`src/rtl/dlim_pkg.sv`:
```
package dlim_pkg;
  localparam int NLIM = 2;
  localparam int CODEW = 4;
  localparam int STEPW = 4;
  localparam int MAPW = 2;

  typedef enum logic [1:0] {
    MAP_NONE = 2'b00,
    MAP_L1   = 2'b01,
    MAP_L2   = 2'b10,
    MAP_OFF  = 2'b11
  } map_e;

  typedef enum logic {
    MODE_CLIP = 1'b0,
    MODE_COMP = 1'b1
  } mode_e;
endpackage

```
`src/rtl/dlim_thr_dec.sv`:
```
module dlim_thr_dec #(
  parameter int LW = 8,
  parameter int TW = LW + 2
) (
  input  logic                 mode,
  input  logic [3:0]           atk_code,
  input  logic [3:0]           rel_code,
  input  logic signed [LW-1:0] vol,
  output logic signed [TW-1:0] atk_thr,
  output logic signed [TW-1:0] rel_thr,
  output logic                 rel_always
);
  import dlim_pkg::*;

  logic signed [7:0]    atk_base;
  logic signed [7:0]    rel_base;
  logic signed [TW-1:0] vol_ext;
  logic signed [TW-1:0] offset;

  always_comb begin
    if (mode == MODE_CLIP) begin
      atk_base = $signed({4'b0000, atk_code}) - 8'sd12;
      unique case (rel_code)
        4'd0:    rel_base = -8'sd128;
        4'd1:    rel_base = -8'sd29;
        4'd2:    rel_base = -8'sd20;
        4'd3:    rel_base = -8'sd16;
        4'd4:    rel_base = -8'sd14;
        default: rel_base = $signed({4'b0000, rel_code}) - 8'sd17;
      endcase
    end else begin
      unique case (atk_code)
        4'd0:  atk_base = -8'sd31;
        4'd1:  atk_base = -8'sd29;
        4'd2:  atk_base = -8'sd27;
        4'd3:  atk_base = -8'sd25;
        4'd4:  atk_base = -8'sd23;
        4'd5:  atk_base = -8'sd21;
        4'd6:  atk_base = -8'sd19;
        4'd7:  atk_base = -8'sd17;
        4'd8:  atk_base = -8'sd16;
        4'd9:  atk_base = -8'sd15;
        4'd10: atk_base = -8'sd14;
        4'd11: atk_base = -8'sd13;
        4'd12: atk_base = -8'sd12;
        4'd13: atk_base = -8'sd10;
        4'd14: atk_base = -8'sd7;
        default: atk_base = -8'sd4;
      endcase
      rel_base = $signed({3'b000, rel_code, 1'b0}) - 8'sd38;
    end
  end

  assign vol_ext    = {{(TW-LW){vol[LW-1]}}, vol};
  assign offset     = (mode == MODE_COMP) ? vol_ext : '0;
  assign atk_thr    = {{(TW-8){atk_base[7]}}, atk_base} + offset;
  assign rel_thr    = {{(TW-8){rel_base[7]}}, rel_base} + offset;
  assign rel_always = (mode == MODE_CLIP) && (rel_code == 4'd0);
endmodule

```
`src/rtl/dlim_peak.sv`:
```
module dlim_peak #(
  parameter int NCH = 3,
  parameter int LW  = 8,
  parameter int IDX = 0
) (
  input  logic [NCH*LW-1:0]    levels,
  input  logic [2*NCH-1:0]     map,
  output logic signed [LW-1:0] peak,
  output logic                 any
);
  import dlim_pkg::*;

  localparam logic [1:0] SEL = (IDX == 0) ? MAP_L1 : MAP_L2;

  always_comb begin
    peak = {1'b1, {(LW-1){1'b0}}};
    any  = 1'b0;
    for (int c = 0; c < NCH; c++) begin
      if (map[2*c +: 2] == SEL) begin
        if (!any || ($signed(levels[c*LW +: LW]) > peak)) begin
          peak = $signed(levels[c*LW +: LW]);
        end
        any = 1'b1;
      end
    end
  end
endmodule

```
`src/rtl/dlim_gain.sv`:
```
module dlim_gain #(
  parameter int TW     = 10,
  parameter int GW     = 8,
  parameter int SW     = 4,
  parameter int MAXRED = 96
) (
  input  logic                 clk,
  input  logic                 rst_n,
  input  logic                 fire,
  input  logic                 any,
  input  logic signed [TW-1:0] peak,
  input  logic signed [TW-1:0] atk_thr,
  input  logic signed [TW-1:0] rel_thr,
  input  logic                 rel_always,
  input  logic [SW-1:0]        atk_step,
  input  logic [SW-1:0]        rel_step,
  output logic [GW-1:0]        red_q,
  output logic [GW-1:0]        red_d
);
  localparam logic [GW:0] CEIL = (GW+1)'(MAXRED);

  logic        over;
  logic        under;
  logic [GW:0] sum;
  logic [GW-1:0] rel_ext;

  assign over    = any && (peak > atk_thr);
  assign under   = !any || rel_always || (peak < rel_thr);
  assign sum     = {1'b0, red_q} + {{(GW+1-SW){1'b0}}, atk_step};
  assign rel_ext = {{(GW-SW){1'b0}}, rel_step};

  always_comb begin
    if (over) begin
      red_d = (sum > CEIL) ? CEIL[GW-1:0] : sum[GW-1:0];
    end else if (under) begin
      red_d = (red_q > rel_ext) ? (red_q - rel_ext) : '0;
    end else begin
      red_d = red_q;
    end
  end

  always_ff @(posedge clk or negedge rst_n) begin
    if (!rst_n) begin
      red_q <= '0;
    end else if (fire) begin
      red_q <= red_d;
    end
  end
endmodule

```
`src/rtl/dual_limiter.sv`:
```
module dual_limiter #(
  parameter int NCH    = 3,
  parameter int LW     = 8,
  parameter int GW     = 8,
  parameter int MAXRED = 96
) (
  input  logic              clk,
  input  logic              rst_n,
  input  logic              cfg_mode,
  input  logic [2*NCH-1:0]  cfg_map,
  input  logic [7:0]        cfg_atk_code,
  input  logic [7:0]        cfg_rel_code,
  input  logic [7:0]        cfg_atk_step,
  input  logic [7:0]        cfg_rel_step,
  input  logic [LW-1:0]     vol_db,
  input  logic              in_valid,
  output logic              in_ready,
  input  logic [NCH*LW-1:0] in_level,
  output logic              out_valid,
  input  logic              out_ready,
  output logic [NCH*GW-1:0] out_atten,
  output logic [2*GW-1:0]   out_lim_atten
);
  import dlim_pkg::*;

  localparam int TW = LW + 2;

  logic            fire;
  logic [GW-1:0]   lim_red_q [NLIM];
  logic [GW-1:0]   lim_red_d [NLIM];
  logic [NCH*GW-1:0] chan_d;

  assign in_ready = !out_valid || out_ready;
  assign fire     = in_valid && in_ready;

  for (genvar l = 0; l < NLIM; l++) begin : g_lim
    logic signed [LW-1:0] peak;
    logic                 any;
    logic signed [TW-1:0] peak_ext;
    logic signed [TW-1:0] atk_thr;
    logic signed [TW-1:0] rel_thr;
    logic                 rel_always;

    dlim_peak #(.NCH(NCH), .LW(LW), .IDX(l)) u_peak (
      .levels (in_level),
      .map    (cfg_map),
      .peak   (peak),
      .any    (any)
    );

    assign peak_ext = {{(TW-LW){peak[LW-1]}}, peak};

    dlim_thr_dec #(.LW(LW), .TW(TW)) u_dec (
      .mode       (cfg_mode),
      .atk_code   (cfg_atk_code[l*CODEW +: CODEW]),
      .rel_code   (cfg_rel_code[l*CODEW +: CODEW]),
      .vol        ($signed(vol_db)),
      .atk_thr    (atk_thr),
      .rel_thr    (rel_thr),
      .rel_always (rel_always)
    );

    dlim_gain #(.TW(TW), .GW(GW), .SW(STEPW), .MAXRED(MAXRED)) u_gain (
      .clk        (clk),
      .rst_n      (rst_n),
      .fire       (fire),
      .any        (any),
      .peak       (peak_ext),
      .atk_thr    (atk_thr),
      .rel_thr    (rel_thr),
      .rel_always (rel_always),
      .atk_step   (cfg_atk_step[l*STEPW +: STEPW]),
      .rel_step   (cfg_rel_step[l*STEPW +: STEPW]),
      .red_q      (lim_red_q[l]),
      .red_d      (lim_red_d[l])
    );

    assign out_lim_atten[l*GW +: GW] = lim_red_q[l];
  end

  always_comb begin
    for (int c = 0; c < NCH; c++) begin
      unique case (cfg_map[2*c +: 2])
        MAP_L1:  chan_d[c*GW +: GW] = lim_red_d[0];
        MAP_L2:  chan_d[c*GW +: GW] = lim_red_d[1];
        default: chan_d[c*GW +: GW] = '0;
      endcase
    end
  end

  always_ff @(posedge clk or negedge rst_n) begin
    if (!rst_n) begin
      out_valid <= 1'b0;
      out_atten <= '0;
    end else if (fire) begin
      out_valid <= 1'b1;
      out_atten <= chan_d;
    end else if (out_ready) begin
      out_valid <= 1'b0;
    end
  end
endmodule

```
`config.mk`:
```
export PLATFORM = sky130hd
export DESIGN_NAME = dual_limiter
export DESIGN_NICKNAME = d
export VERILOG_FILES = /design/src/rtl/dlim_pkg.sv /design/src/rtl/dlim_thr_dec.sv /design/src/rtl/dlim_peak.sv /design/src/rtl/dlim_gain.sv /design/src/rtl/dual_limiter.sv
export SDC_FILE = /design/constraint.sdc
export NUM_CORES = 1
export LEC_CHECK = 0
export ABC_CLOCK_PERIOD_IN_PS = 2900
export BUFFER_PORTS_ARGS = -buffer_cell sky130_fd_sc_hd__buf_4
export CORE_MARGIN = 8
export CORE_UTILIZATION = 54
export DETAILED_ROUTE_END_ITERATION = 7
export PLACE_DENSITY = 0.77
export SYNTH_ARGS = -nofsm -noshare
export SYNTH_HDL_FRONTEND = slang
export SYNTH_SLANG_ARGS = --single-unit
```
`constraint.sdc`:
```
create_clock -name clk -period 2.9 [get_ports clk]
set_input_delay 0.29 -clock clk [delete_from_list [all_inputs] [get_ports clk]]
set_output_delay 0.29 -clock clk [all_outputs]
set_load 0.005 [all_outputs]
```
==> results by group <==
Status
  • Status: finished with violations
  • Failing checks: hold timing, setup timing

Synthesis
  • Number of flops mapped to enable cells by yosys: 0
  • Largest area contributor in the netlist: ha_1
  • Yosys cell types: 80
  • Most frequent cell after synthesis: ha_1
  • Async SR Flop Fraction: 100%
  • Synthesized flop and latch total: 41
  • Mapped Nets: 1231
  • Synthesis warning total: 0
  • Yosys top cell area share: 18.6%
  • Top post-synthesis cells by count: 116 x ha_1, 89 x nand2_1, 85 x inv_1
  • Syn_area_per_cell: 7.55 µm²
  • Gate Count Post-Synth: 1032
  • Top_reg_cell synth: dfrtp_1
  • Post-Syn Area: 0.00780 mm²
  • Seq/Total Area, Yosys: 13.2%
  • Top cells by area, synth: ha_1 19%, dfrtp_1 13%, o21ai_0 4.3%

Placement
  • Placed cells: 1561
  • Dpl hpwl: 22300 µm
  • Area post-placement: 0.0110 mm²
  • Gpl congestion: 0.991
  • I/O Buffers: 116
  • Pre-CTS setup slack: -3.07 ns

Timing
  • RSZ-0062 raised after global routing: true
  • Layout Skew: 0.00766 ns
  • Tmin final: 6.32 ns
  • Worst slew margin: 16.5%
  • Final WS setup: -3.42 ns
  • Final hold violations: 4
  • Post-Route Setup TNS: -127.73 ns
  • Fmax: 0.158 GHz
  • Crit share post-route: 218%
  • Hold_ws: -0.0125 ns
  • Endpoints failing setup: 40
  • Worst Tran Pin Value: 1.24 ns
  • Final Max Tran Viols: 0

Worst setup path
  • Worst Path Arrival: 6.53 ns
  • CP Launch Type: input port
  • Max stage delay on crit path: 0.56 ns
  • CP most frequent cell: ha_4
  • FF-to-FF End: out_atten[4]$_DFFE_PN0P_
  • Crit. End Element: register
  • R2R Path Start: g_lim[1].u_gain.red_q[0]$_DFFE_PN0P_
  • Slowest cell on crit path: or4_1
  • Reg2Reg Depth: 15
  • Highest fanout seen on the critical path: 8
  • Reg-to-reg slack, setup: -0.67 ns
  • Critical path type: input port to register
  • Required time worst endpoint: 3.11 ns

Global routing
  • Gr ovfl total: 0
  • Largest net degree at the start of global routing: 47
  • Total track usage: 32.7%
  • Vias in the first global route: 10.4k
  • Initial antenna violation count: 2
  • First-pass GRT wire length: 49900 µm

Floorplan
  • Initial Utilization: 54.5%
  • Core ar.: 0.0143 mm²
  • Die X: 136 µm
  • Row cnt: 44
  • Die H: 136 µm
  • Die ar.: 0.0185 mm²
  • Num ports: 117

Power and ir drop
  • Internal power: 4.08 mW
  • Register share of total power: 13.4%
  • P per Cell Area: 659 mW/mm²
  • Tot Pwr: 8.21 mW
  • VDD IR max: 694 µV
  • P_leak: 5.89 nW
  • Sw Pwr: 4.13 mW
  • Logic gate share of total power: 77.3%
  • Sw frac: 50.3%
  • Clk network pwr share: 9.4%

Drt
  • Average routed wire per standard cell: 24.2 µm
  • DR vias/cell: 6.92
  • Initial DRT Pass Iterations: 7
  • Final ANT Viol Nets: 0
  • Iteration-0 DRC Markers: 1674
  • Post-Route WL: 39200 µm
  • Vias: 11.2k
  • DR DRC count: 0

Clock tree
  • Clock-pin slew on the worst setup and hold paths: 0.07 ns
  • Hold-fix buffers at CTS: 0
  • Clock buffers created by TritonCTS: 5
  • CTS Buffer Depth: 2
  • Clk Latency, worst-skew pair: 0.30 ns
  • H-Tree Level Count: 2
  • CTS tree: built
  • Total clock sinks: 41
  • Root buf cell: clkbuf_16

Layout
  • Net count, final: 1630
  • Multi-input gate area: 0.00730 mm²
  • Layout Utilization: 87.1%
  • Non-filler cells, final: 1616
  • Ant diodes: 0
  • Register area: 0.00103 mm²
  • # fillers: 684
  • Area growth from synthesis to layout: 59.9%
  • Design Area, Final: 0.0125 mm²
  • Fraction of layout cells with a size suffix above 1: 42.0%

Hold path
  • Worst Hold Class: input port to async pin

Run
  • Max Cap Viol: 0
-- cell type report --
class,count,share of cell area [%]
clock buffer,5,1.00
clock inverter,3,0.552
sequential,41,8.23
timing repair buffer,432,27.2
multi-input combinational,866,58.5
tap,184,1.85
inverter,85,2.68
-- flip-flops by register name, indices dropped and copies added (netlist names) --
| register | flops |
|---|---|
| g_lim.u_gain.red_q | 16 |
| out_atten | 24 |
| out_valid | 1 |
-- layout by cell type (no fill, tap or decap), types with 9 or more instances in the layout --
master / count
ha_1: 95
inv_1: 83
o211ai_1: 19
o21ai_0: 46
dfrtp_1: 41
a22oi_2: 9
nand2_1: 77
xor2_1: 15
ha_4: 19
o21ai_1: 12
nand3_1: 22
and2_1: 17
a21oi_1: 54
nor2_1: 68
o21a_1: 11
a21o_1: 31
xnor2_1: 20
buf_4: 410
nand2b_1: 16
nor2b_1: 16
nor3_1: 23
a22oi_1: 13
nand4_1: 13
nor2_2: 9
a211oi_1: 19
buf_6: 15
-- power by group through the flow --
stage | logic, mW | clock network, mW | registers, mW
after CTS | 5.30 | 0.740 | 1.04
after detailed placement | 4.76 | 0 | 1.04
after floorplan | 2.83 | 0 | 0.937
final | 6.34 | 0.770 | 1.10
after global routing | 6.64 | 0.781 | 1.12
after global placement | 4.63 | 0 | 1.03
-- what timing repair did --
item                                    4_1_cts  5_1_grt
pin swaps                                    58       50
endpoints found under the setup margin       40       40
buffers inserted                             24       29
cloned                                        1        0
gates resized for setup                      93       83
-- worst max-delay path by stage --
| stage | depth (start not counted) | slack (ns) | from | to |
|---|---|---|---|---|
| 6_report | 29 | -3.42 | cfg_map[1] | g_lim[0].u_gain.red_q[7]$_DFFE_PN0P_ |
| 5_1_grt | 29 | -3.55 | cfg_map[1] | g_lim[0].u_gain.red_q[7]$_DFFE_PN0P_ |
| 4_1_cts | 28 | -2.56 | cfg_map[1] | g_lim[0].u_gain.red_q[7]$_DFFE_PN0P_ |
| 3_5_place_dp | 28 | -3.07 | cfg_map[1] | out_atten[23]$_DFFE_PN0P_ |
| 3_3_place_gp | 28 | -2.93 | cfg_map[1] | out_atten[16]$_DFFE_PN0P_ |
| 2_1_floorplan | 29 | -2.69 | cfg_map[1] | g_lim[0].u_gain.red_q[7]$_DFFE_PN0P_ |
-- critical path: cells and delay by family --
| kind | cells | cell delay (ns) |
|---|---|---|
| muxes | 2 | 0.49 |
| buffers and inverters | 3 | 0.22 |
| adders and majority gates | 4 | 1.06 |
| and+or+nand+nor | 11 | 2.44 |
| AOI/OAI and AO/OA | 9 | 2.01 |
-- cell families after synthesis --
kind of cell	after synthesis	synth area share (%)
adder cells (fa/ha/maj)	126	20.9
XOR/XNOR	35	3.93
multiplexers	19	2.70
AND/OR/NAND/NOR	328	20.8
flip-flops	41	13.2
buffers and inverters	125	6.37
AO/OA/AOI/OAI	358	32.1
-- routing by layer --
layer  share of wire, %  up-vias  track usage (%)
li1                   -     4655                -
met1                 34     5017             39.6
met2                 43     1066             54.3
met3                 13      443             6.06
met4                9.6        2             16.8
met5              0.033        -                0
No activity file was read; power rests on OpenSTA's default activity.
